## config.mk

```make
export PLATFORM = sky130hd
export DESIGN_NAME = line_dpll_dec
export DESIGN_NICKNAME = d
export VERILOG_FILES = /design/src/rtl/dpll_pkg.sv /design/src/rtl/dpll_phase.sv /design/src/rtl/dpll_symdec.sv /design/src/rtl/line_dpll_dec.sv
export SDC_FILE = /design/constraint.sdc
export NUM_CORES = 1
export LEC_CHECK = 0
export CORE_MARGIN = 2
export CORE_UTILIZATION = 25
export DETAILED_ROUTE_END_ITERATION = 10
export GPL_TIMING_DRIVEN = 0
export PLACE_DENSITY = 0.46
export SYNTH_ARGS = -nofsm -noshare
export SYNTH_HDL_FRONTEND = slang
export SYNTH_SLANG_ARGS = --single-unit
```

## constraint.sdc

```tcl
create_clock -name clk -period 2.5 [get_ports clk]
set_clock_uncertainty 0.2 [all_clocks]
set_input_delay 0.5 -clock clk [delete_from_list [all_inputs] [get_ports clk]]
set_output_delay 0.5 -clock clk [all_outputs]
set_load 0.02 [all_outputs]
```

## src/rtl/dpll_pkg.sv

```systemverilog
package dpll_pkg;

    localparam int PER_W = 6;

    typedef enum logic [1:0] {
        OVS_X1  = 2'b00,
        OVS_X8  = 2'b01,
        OVS_X16 = 2'b10,
        OVS_X32 = 2'b11
    } ovs_e;

    typedef enum logic [2:0] {
        LC_NRZ  = 3'b000,
        LC_NRZI = 3'b001,
        LC_FM   = 3'b010,
        LC_RSV3 = 3'b011,
        LC_MAN  = 3'b100,
        LC_RSV5 = 3'b101,
        LC_DMAN = 3'b110,
        LC_RSV7 = 3'b111
    } lcode_e;

    typedef struct packed {
        ovs_e   rate;
        lcode_e code;
        logic   inv;
    } dcfg_t;

    function automatic logic [PER_W-1:0] ovs_ratio(input ovs_e r);
        case (r)
            OVS_X1:  return PER_W'(1);
            OVS_X8:  return PER_W'(8);
            OVS_X16: return PER_W'(16);
            default: return PER_W'(32);
        endcase
    endfunction

    function automatic logic is_biphase(input lcode_e c);
        return (c == LC_FM) || (c == LC_MAN) || (c == LC_DMAN);
    endfunction

    function automatic logic cfg_legal(input ovs_e r, input lcode_e c);
        case (c)
            LC_NRZ, LC_NRZI:       return 1'b1;
            LC_FM, LC_MAN, LC_DMAN: return r != OVS_X1;
            default:               return 1'b0;
        endcase
    endfunction

endpackage

```

## src/rtl/dpll_phase.sv

```systemverilog
module dpll_phase
    import dpll_pkg::*;
#(
    parameter int PW = PER_W
) (
    input  logic          clk,
    input  logic          rst,
    input  logic          restart,
    input  logic          line,
    input  logic [PW-1:0] period,
    output logic          smp,
    output logic          stb
);

    logic          ln_q;
    logic          ln_p;
    logic [PW-1:0] cnt;
    logic [PW-1:0] base;
    logic [PW-1:0] cnt_nxt;

    // a transition re-centres the count: the sample holding the new level is phase 0
    always_comb begin
        base    = (ln_q != ln_p) ? '0 : cnt;
        cnt_nxt = (base >= period - 1'b1) ? '0 : base + 1'b1;
    end

    always_ff @(posedge clk) begin
        if (rst) begin
            ln_q <= 1'b0;
            ln_p <= 1'b0;
            cnt  <= '0;
        end else begin
            ln_q <= line;
            ln_p <= ln_q;
            cnt  <= restart ? '0 : cnt_nxt;
        end
    end

    assign smp = ln_q;
    assign stb = (cnt == (period >> 1));


    stb_spacing_chk: assert property (@(posedge clk) disable iff (rst)
        (stb && period > PW'(1)) |=> (!stb || period == PW'(1)));

endmodule

```

## src/rtl/dpll_symdec.sv

```systemverilog
module dpll_symdec
    import dpll_pkg::*;
#(
    parameter int LOCK_BITS = 8
) (
    input  logic   clk,
    input  logic   rst,
    input  logic   restart,
    input  logic   stb,
    input  logic   smp,
    input  lcode_e code,
    input  logic   inv,
    output logic   bit_out,
    output logic   bit_vld,
    output logic   bclk_en,
    output logic   cv_err
);

    localparam int LW = $clog2(LOCK_BITS + 1);
    localparam logic [LW-1:0] LOCK_MAX = LW'(LOCK_BITS);

    logic          second;
    logic          first_h;
    logic          prev_h;
    logic          prev_s;
    logic [LW-1:0] lock_cnt;
    logic          biph;
    logic          done;
    logic          ok;
    logic          bitv;
    logic          locked;

    assign biph   = is_biphase(code);
    assign done   = stb && (!biph || second);
    assign locked = (lock_cnt == LOCK_MAX);

    always_comb begin
        ok   = 1'b1;
        bitv = 1'b0;
        case (code)
            LC_NRZ:  bitv = smp ^ inv;
            LC_NRZI: bitv = (smp ^ prev_s) ^ inv;
            LC_FM: begin
                ok   = (first_h != prev_h);
                bitv = (first_h == smp) ^ inv;
            end
            LC_MAN: begin
                ok   = (first_h != smp);
                bitv = first_h ^ inv;
            end
            LC_DMAN: begin
                ok   = (first_h != smp);
                bitv = (first_h == prev_h);
            end
            default: ok = 1'b0;
        endcase
    end

    always_ff @(posedge clk) begin
        if (rst || restart) begin
            second   <= 1'b0;
            first_h  <= 1'b0;
            prev_h   <= 1'b0;
            prev_s   <= 1'b0;
            lock_cnt <= '0;
            bit_out  <= 1'b0;
            bit_vld  <= 1'b0;
            bclk_en  <= 1'b0;
            cv_err   <= 1'b0;
        end else begin
            bclk_en <= done && ok;
            bit_vld <= done && ok && locked;
            cv_err  <= done && !ok && locked;
            if (done && ok) bit_out <= bitv;
            if (stb) prev_s <= smp;
            if (stb && biph) begin
                if (!second) begin
                    first_h <= smp;
                    second  <= 1'b1;
                end else if (ok) begin
                    prev_h <= smp;
                    second <= 1'b0;
                end else begin
                    // slip by one half: current sample opens the next pair
                    first_h <= smp;
                    prev_h  <= first_h;
                end
            end
            if (done) begin
                if (!ok)          lock_cnt <= '0;
                else if (!locked) lock_cnt <= lock_cnt + 1'b1;
            end
        end
    end


    vld_has_clk_chk: assert property (@(posedge clk) disable iff (rst)
        bit_vld |-> bclk_en);


    cv_excl_chk: assert property (@(posedge clk) disable iff (rst)
        cv_err |-> (!bclk_en && !bit_vld));


    lock_restart_chk: assert property (@(posedge clk) disable iff (rst)
        $past(restart) |-> !bit_vld);

endmodule

```

## src/rtl/line_dpll_dec.sv

```systemverilog
module line_dpll_dec
    import dpll_pkg::*;
#(
    parameter int LOCK_BITS = 8
) (
    input  logic       clk,
    input  logic       rst,
    input  logic       rx_pin,
    input  logic       tx_loop,
    input  logic       loop_en,
    input  logic [1:0] rate_sel,
    input  logic [2:0] code_sel,
    input  logic       rx_inv,
    output logic       bit_out,
    output logic       bit_vld,
    output logic       bclk_en,
    output logic       cfg_err,
    output logic       cv_err
);

    dcfg_t             cfg_now;
    dcfg_t             cfg_q;
    logic              restart;
    logic              line;
    logic [PER_W-1:0]  ratio;
    logic [PER_W-1:0]  period;
    logic              smp;
    logic              stb;

    assign cfg_now = '{rate: ovs_e'(rate_sel), code: lcode_e'(code_sel), inv: rx_inv};

    always_ff @(posedge clk) begin
        if (rst) cfg_q <= '{rate: OVS_X1, code: LC_NRZ, inv: 1'b0};
        else     cfg_q <= cfg_now;
    end

    assign cfg_err = !cfg_legal(cfg_now.rate, cfg_now.code);
    assign restart = cfg_err || (cfg_now != cfg_q);
    assign line    = loop_en ? tx_loop : rx_pin;
    assign ratio   = ovs_ratio(cfg_now.rate);
    assign period  = is_biphase(cfg_now.code) ? (ratio >> 1) : ratio;

    dpll_phase #(.PW(PER_W)) u_phase (
        .clk     (clk),
        .rst     (rst),
        .restart (restart),
        .line    (line),
        .period  (period),
        .smp     (smp),
        .stb     (stb)
    );

    dpll_symdec #(.LOCK_BITS(LOCK_BITS)) u_dec (
        .clk     (clk),
        .rst     (rst),
        .restart (restart),
        .stb     (stb),
        .smp     (smp),
        .code    (cfg_now.code),
        .inv     (cfg_now.inv),
        .bit_out (bit_out),
        .bit_vld (bit_vld),
        .bclk_en (bclk_en),
        .cv_err  (cv_err)
    );


    cfg_quiet_chk: assert property (@(posedge clk) disable iff (rst)
        cfg_err |=> (!bclk_en && !bit_vld && !cv_err));

endmodule

```

## Word-level counts from Yosys, hierarchy flattened

Index checks and enable logic that the tools add are counted.
W data, S select, Z words.

| storage, ports and cells | value |
|---|---|
| register bits after elaboration | 26 |
| input bits | 11 |
| word-level logic and storage cells | 78 |

| operators by class | value |
|---|---|
| equality and inequality tests | 16 |
| $add $sub $neg | 3 |
| magnitude comparators | 1 |
| muxes and demuxes | 14 |
| bitwise logic cells | 5 |
| reductions and logical operators | 24 |

Operators by type and width:

| operator | number |
|---|---|
| $pmux W6 S3 | 1 |
| $mux W6 | 2 |
| $mux W4 | 2 |
| $add A6 B1 Y6 const B | 1 |
| $eq A3 B3 Y1 const B | 2 |
| $eq A6 B5 Y1 | 1 |
| $ge A6 B6 Y1 | 1 |
| $logic_and A1 B1 Y1 | 6 |
| $mux W1 | 6 |
| $ne A6 B6 Y1 | 1 |
| $reduce_and A2 Y1 | 3 |
| $reduce_or A3 Y1 | 2 |
| $sub A6 B1 Y6 const B | 1 |
| $logic_or A1 B1 Y1 | 5 |
| $pmux W1 S5 | 1 |
| $xor A1 B1 Y1 | 5 |
| $add A4 B1 Y4 const B | 1 |
| $eq A4 B4 Y1 const B | 1 |
| $ne A2 B2 Y1 const B | 2 |
| $reduce_or A2 Y1 | 2 |
| $eq A3 B1 Y1 const B | 1 |
| $eq A3 B2 Y1 const B | 1 |
| $logic_not A1 Y1 | 3 |
| $logic_not A3 Y1 | 1 |
| other kinds (8) | 11 |

## Depth between registers and ports, before layout

| logic depth | value |
|---|---|
| depth after elaboration | 8 |
| gate-level depth with buffers | 10 |

## Cells and area by module

Synthesis repeated with hierarchy kept, for this count alone.

| second synthesis, totals | value |
|---|---|
| cells, all modules | 199 |
| area, all modules | 1694.1 sq um |

By module, submodules not included:

| module | cells an instance | times used | sequential area each (sq um) | area each (sq um) |
|---|---|---|---|---|
| dpll_symdec | 99 | 1 | 240.2 | 773.2 |
| dpll_phase | 67 | 1 | 160.2 | 605.6 |
| line_dpll_dec | 33 | 1 | 120.1 | 315.3 |

## Worst setup path before layout

OpenSTA, ideal clock, no wires.

| timing path | value |
|---|---|
| path kind | in2reg |
| start | input rate_sel[0] |
| end | register u_phase.cnt[3] |
| arrival | 2210 ps |
| cell stages on the path | 10 |
| buffers on the path | 1 |
| data required time | 2222 ps |
| path slack | 12 ps |
| cells stage by stage | clkbuf_1 -> nor2_1 -> nand2_1 -> ha_1 -> nand2b_1 -> a21o_1 -> a21o_1 -> a211oi_1 -> o21ai_1 -> nor3_1 |

| on the way | value |
|---|---|
| longest elaborated chain between the ends | 6 |
| elaborated cells on any way between the ends | 13 |

Ends and longest elaborated chain:

| element | line | text |
|---|---|---|
| start: declaration | line_dpll_dec.sv:11 | `input logic [1:0] rate_sel,` |
| $eq A2 B2 Y1, or another cell as far along | dpll_pkg.sv:30 | `case (r)` |
| $pmux W6 S3 | dpll_pkg.sv:30 |  |
| $mux W6 | line_dpll_dec.sv:41 | `assign period = is_biphase(cfg_now.code) ? (ratio >> 1) : ratio;` |
| $sub A6 B1 Y6 | dpll_phase.sv:24 | `cnt_nxt = (base >= period - 1'b1) ? '0 : base + 1'b1;` |
| $ge A6 B6 Y1 | dpll_phase.sv:24 |  |
| $reduce_or A3 Y1 (no source line) * | - |  |
| end signal: assignment | dpll_phase.sv:35 | `cnt <= restart ? '0 : cnt_nxt;` |
| end: declaration | dpll_phase.sv:17 | `logic [PW-1:0] cnt;` |

Mark *: on every way between the ends. The rest lies on a longest branch, timed or not.
A chain may end at the register's enable or synchronous reset.

## Worst setup path in the final report

| timing path | value |
|---|---|
| start | input rate_sel[0] |
| end | register u_phase.cnt[5] |

The elaborated chain is that of the path after synthesis.

==> results.tsv <==
stage	metric	value	unit
run_status	outcome	completed	
setup_path	Worst Reg-to-Reg Cells	10	
sta	endpoints failing hold	0	
layout	Net count, final	242	
layout	Area growth syn-to-layout	28.40	%
place	DP HPWL	2755	um
layout	design area	0.002093	mm^2
power	Psw	0.0002419	W
routing	post-route DRC violation count	0	
synthesis	Simple-Gate Fraction of Synth Area	0.2648	
clocking	clk sink count	26	
synthesis	Mapped Area	0.001630	mm^2
synthesis	Post-Synth Adder-Cell Area	0.07521	
setup_path	Setup crit start kind	primary input	
clocking	# hold bufs at CTS	0	
layout	final core occ	0.3316	
sta	pins over their slew limit	0	
job	Max Cap Viol	0	
setup_path	Crit path arrival time	2420	ps
power	power per cell area	425.2	mW/mm^2
hold_path	Hold Path Stages	2	
sta	final-report setup violation count	0	
layout	antenna cells	0	
sta	crit path time final	2412	ps
synthesis	largest family of logic cells by synthesized area	simple AND/OR/NAND/NOR gates	
synthesis	Synth top area share	0.3193	
synthesis	Yosys warning total	0	
clocking	CTS tree	built	
clocking	worst-skew pair later-pin latency	280	ps
synthesis	synth unique cells	47	
synthesis	Synth Net Count	215	
sta	RSZ-0062 raised after global routing	false	
clocking	htree depth	1	
sta	Rel. slew slack	0.6865	
synthesis	share of flip-flops with an asynchronous set or reset	0	
global_route	initial antenna violation count	0	
synthesis	synthesized flop and latch total	26	
synthesis	Syn Inst Count	195	
layout	Fillers	690	
layout	commonest non-fill, non-tap cells in the layout	25 x dfxtp_1, 14 x nor2_1, 10 x nor2b_1, 10 x xor2_1	
sta	measured slew at the worst slew-check pin	470.2	ps
setup_path	crit-path max FO	6	
floorplanning	I/O pin total	16	
layout	Post-Layout Cell Count	298	
global_route	GRT overflow	0	
routing	via count	1420	
place	Area after DPL	0.001867	mm^2
synthesis	Mean Syn Cell Area	8.361	um^2
place	Port Buffers	14	
synthesis	Synth Area in Compound Gates	0.1742	
sta	fin crit share	0.9648	
synthesis	xor/xnor share of the synthesized area	0.09133	
clocking	CTS Buffer Depth	2	
sta	fmax	414.6	MHz
routing	drt initial violations	99	
power	VDD IR max	0.2284	mV
power	Net Sw Frac	0.2717	
setup_path	Crit path required time	2510	ps
setup_path	WS Path Type	primary input to register	
layout	layout cells sized above 1	0.1946	
floorplanning	DIE AREA	0.007183	mm^2
synthesis	EDFF count, synth	0	
floorplanning	# rows	29	
clocking	TritonCTS buffer count	3	
hold_path	Hold Path Class	register to register	
clocking	CTS Root Cell	clkbuf_8	
routing	WL final	3945	um
place	placed insts	286	
floorplanning	Core Area	0.006314	mm^2
routing	antenna-violating nets left	0	
global_route	vias in the first global route	1389	
clocking	clock transition at the registers of the reported paths	100	ps
synthesis	Synth area leader	dfxtp_1	
synthesis	post-synthesis mux area share	0.01919	
setup_path	Crit. End Element	register	
power	clock power share	0.318	
routing	drt wl/cell	13.24	um
power	Comb power frac	0.203	
floorplanning	DIE HEIGHT	84.76	um
routing	Vias/cell	4.765	
global_route	largest net degree at the start of global routing	15	
synthesis	Synth area leaders	dfxtp_1 32%, ha_1 6.9%, xor2_1 5.4%	
place	gpl congestion	0.7665	
power	internal power	0.0006483	W
floorplanning	Starting Density	0.2582	
global_route	Total GRT Usage	0.1155	
layout	most common cell after layout, fill and taps aside	dfxtp_1	
synthesis	Main synth FF type	dfxtp_1	
synthesis	Seq/Total Area, Yosys	0.3193	
power	Leak	0.7829	nW
routing	Pre-antenna DRT Iters	4	
global_route	global-route wire length before repair	6782	um
power	part of the power in registers	0.479	
floorplanning	Die W	84.76	um
area by class of cell:
type | instances | area [um^2] | area share
buffer | 11 | 96.34 | 0.04603
clock buffer | 4 | 55.05 | 0.02630
inverter | 7 | 26.28 | 0.01255
multi-input combinational | 151 | 1110 | 0.5302
sequential | 26 | 521.8 | 0.2493
tap | 77 | 96.34 | 0.04603
timing repair buffer | 22 | 187.7 | 0.08966
routing by layer:
metal / vias up / share of wire / GRT usage
li1: 740 / - / -
met1: 654 / 0.51 / 0.1632
met3: 5 / 0.034 / 0.01868
met4: 0 / 0.014 / 0.04040
met2: 21 / 0.44 / 0.1782
met5: - / 0 / 0
Yosys cell counts (all sizes together) (7+ instances only):
master,n
nand2,12
inv,7
xnor2,7
nor3,10
xor2,10
ha,9
and2,8
nand3,7
nor2b,11
dfxtp,26
a21oi,8
o21ai,11
nor2,15
worst max-delay path: stages:
cell	delay (ps)
dlygate4sd2_1	260
clkbuf_8	150
nor2_4	100
nand2_2	70
ha_1	280
nand2b_1	140
a21o_1	180
a21o_1	160
a211oi_2	260
o21ai_4	140
nor3_2	170
kinds of logic after synthesis:
| group | count (synthesis) |
|---|---|
| flip-flops | 26 |
| multiplexers | 3 |
| adder cells (fa/ha/maj) | 10 |
| AO/OA/AOI/OAI | 41 |
| XOR/XNOR | 17 |
| buffers and inverters | 18 |
| AND/OR/NAND/NOR | 80 |
through the flow:
stage	total power (W)	setup slack, ps	TNS (ps)	hold WS [ps]
after floorplan	0.0005368	11.98	0	231.8
after global placement	0.0005860	-909.9	-10710	241.7
after detailed placement	0.0005852	-951.1	-10610	248.6
after CTS	0.0008838	1.196	0	262.4
after global routing	0.0009378	0.1712	0	290.5
final	0.0008901	88.00	0	256.1
final timing paths:
kind | from | endpoint | slack (ps)
worst max-delay path | rate_sel[0] | u_phase.cnt[5]$_SDFF_PP0_ | 90
worst max register to register | u_phase.smp$_SDFF_PP0_ | u_phase.cnt[5]$_SDFF_PP0_ | 140
worst min-delay path | u_dec.prev_s$_SDFFE_PP0N_ | u_dec.prev_s$_SDFFE_PP0N_ | 260
worst min register to register | u_dec.prev_s$_SDFFE_PP0N_ | u_dec.prev_s$_SDFFE_PP0N_ | 260
state kept, by name, summed over array words and instances (netlist names):
signal,cells
u_dec.lock_cnt,4
u_dec.cv_err,1
u_dec.bclk_en,1
u_phase.cnt,6
u_dec.prev_h,1
u_dec.bit_out,1
cfg_q,6
u_dec.second,1
u_phase.smp,1
u_dec.bit_vld,1
u_phase.ln_p,1
u_dec.first_h,1
u_dec.prev_s,1
what timing repair did:
item / 4_1_cts / 5_1_grt
resized for setup: 24 / 16
buffers inserted: 4 / 4
pin swaps: 6 / 6
setup endpoints to repair: 19 / 8
power groups by stage:
stage	sequential [W]	combinational [W]	clock, W
2_1_floorplan	0.000434	0.000103	0
3_3_place_gp	0.000434	0.000152	0
3_5_place_dp	0.000434	0.000151	0
4_1_cts	0.000425	0.000168	0.000291
5_1_grt	0.000427	0.000200	0.000311
6_report	0.000426	0.000181	0.000283
Power figures use the tool's default switching activity.
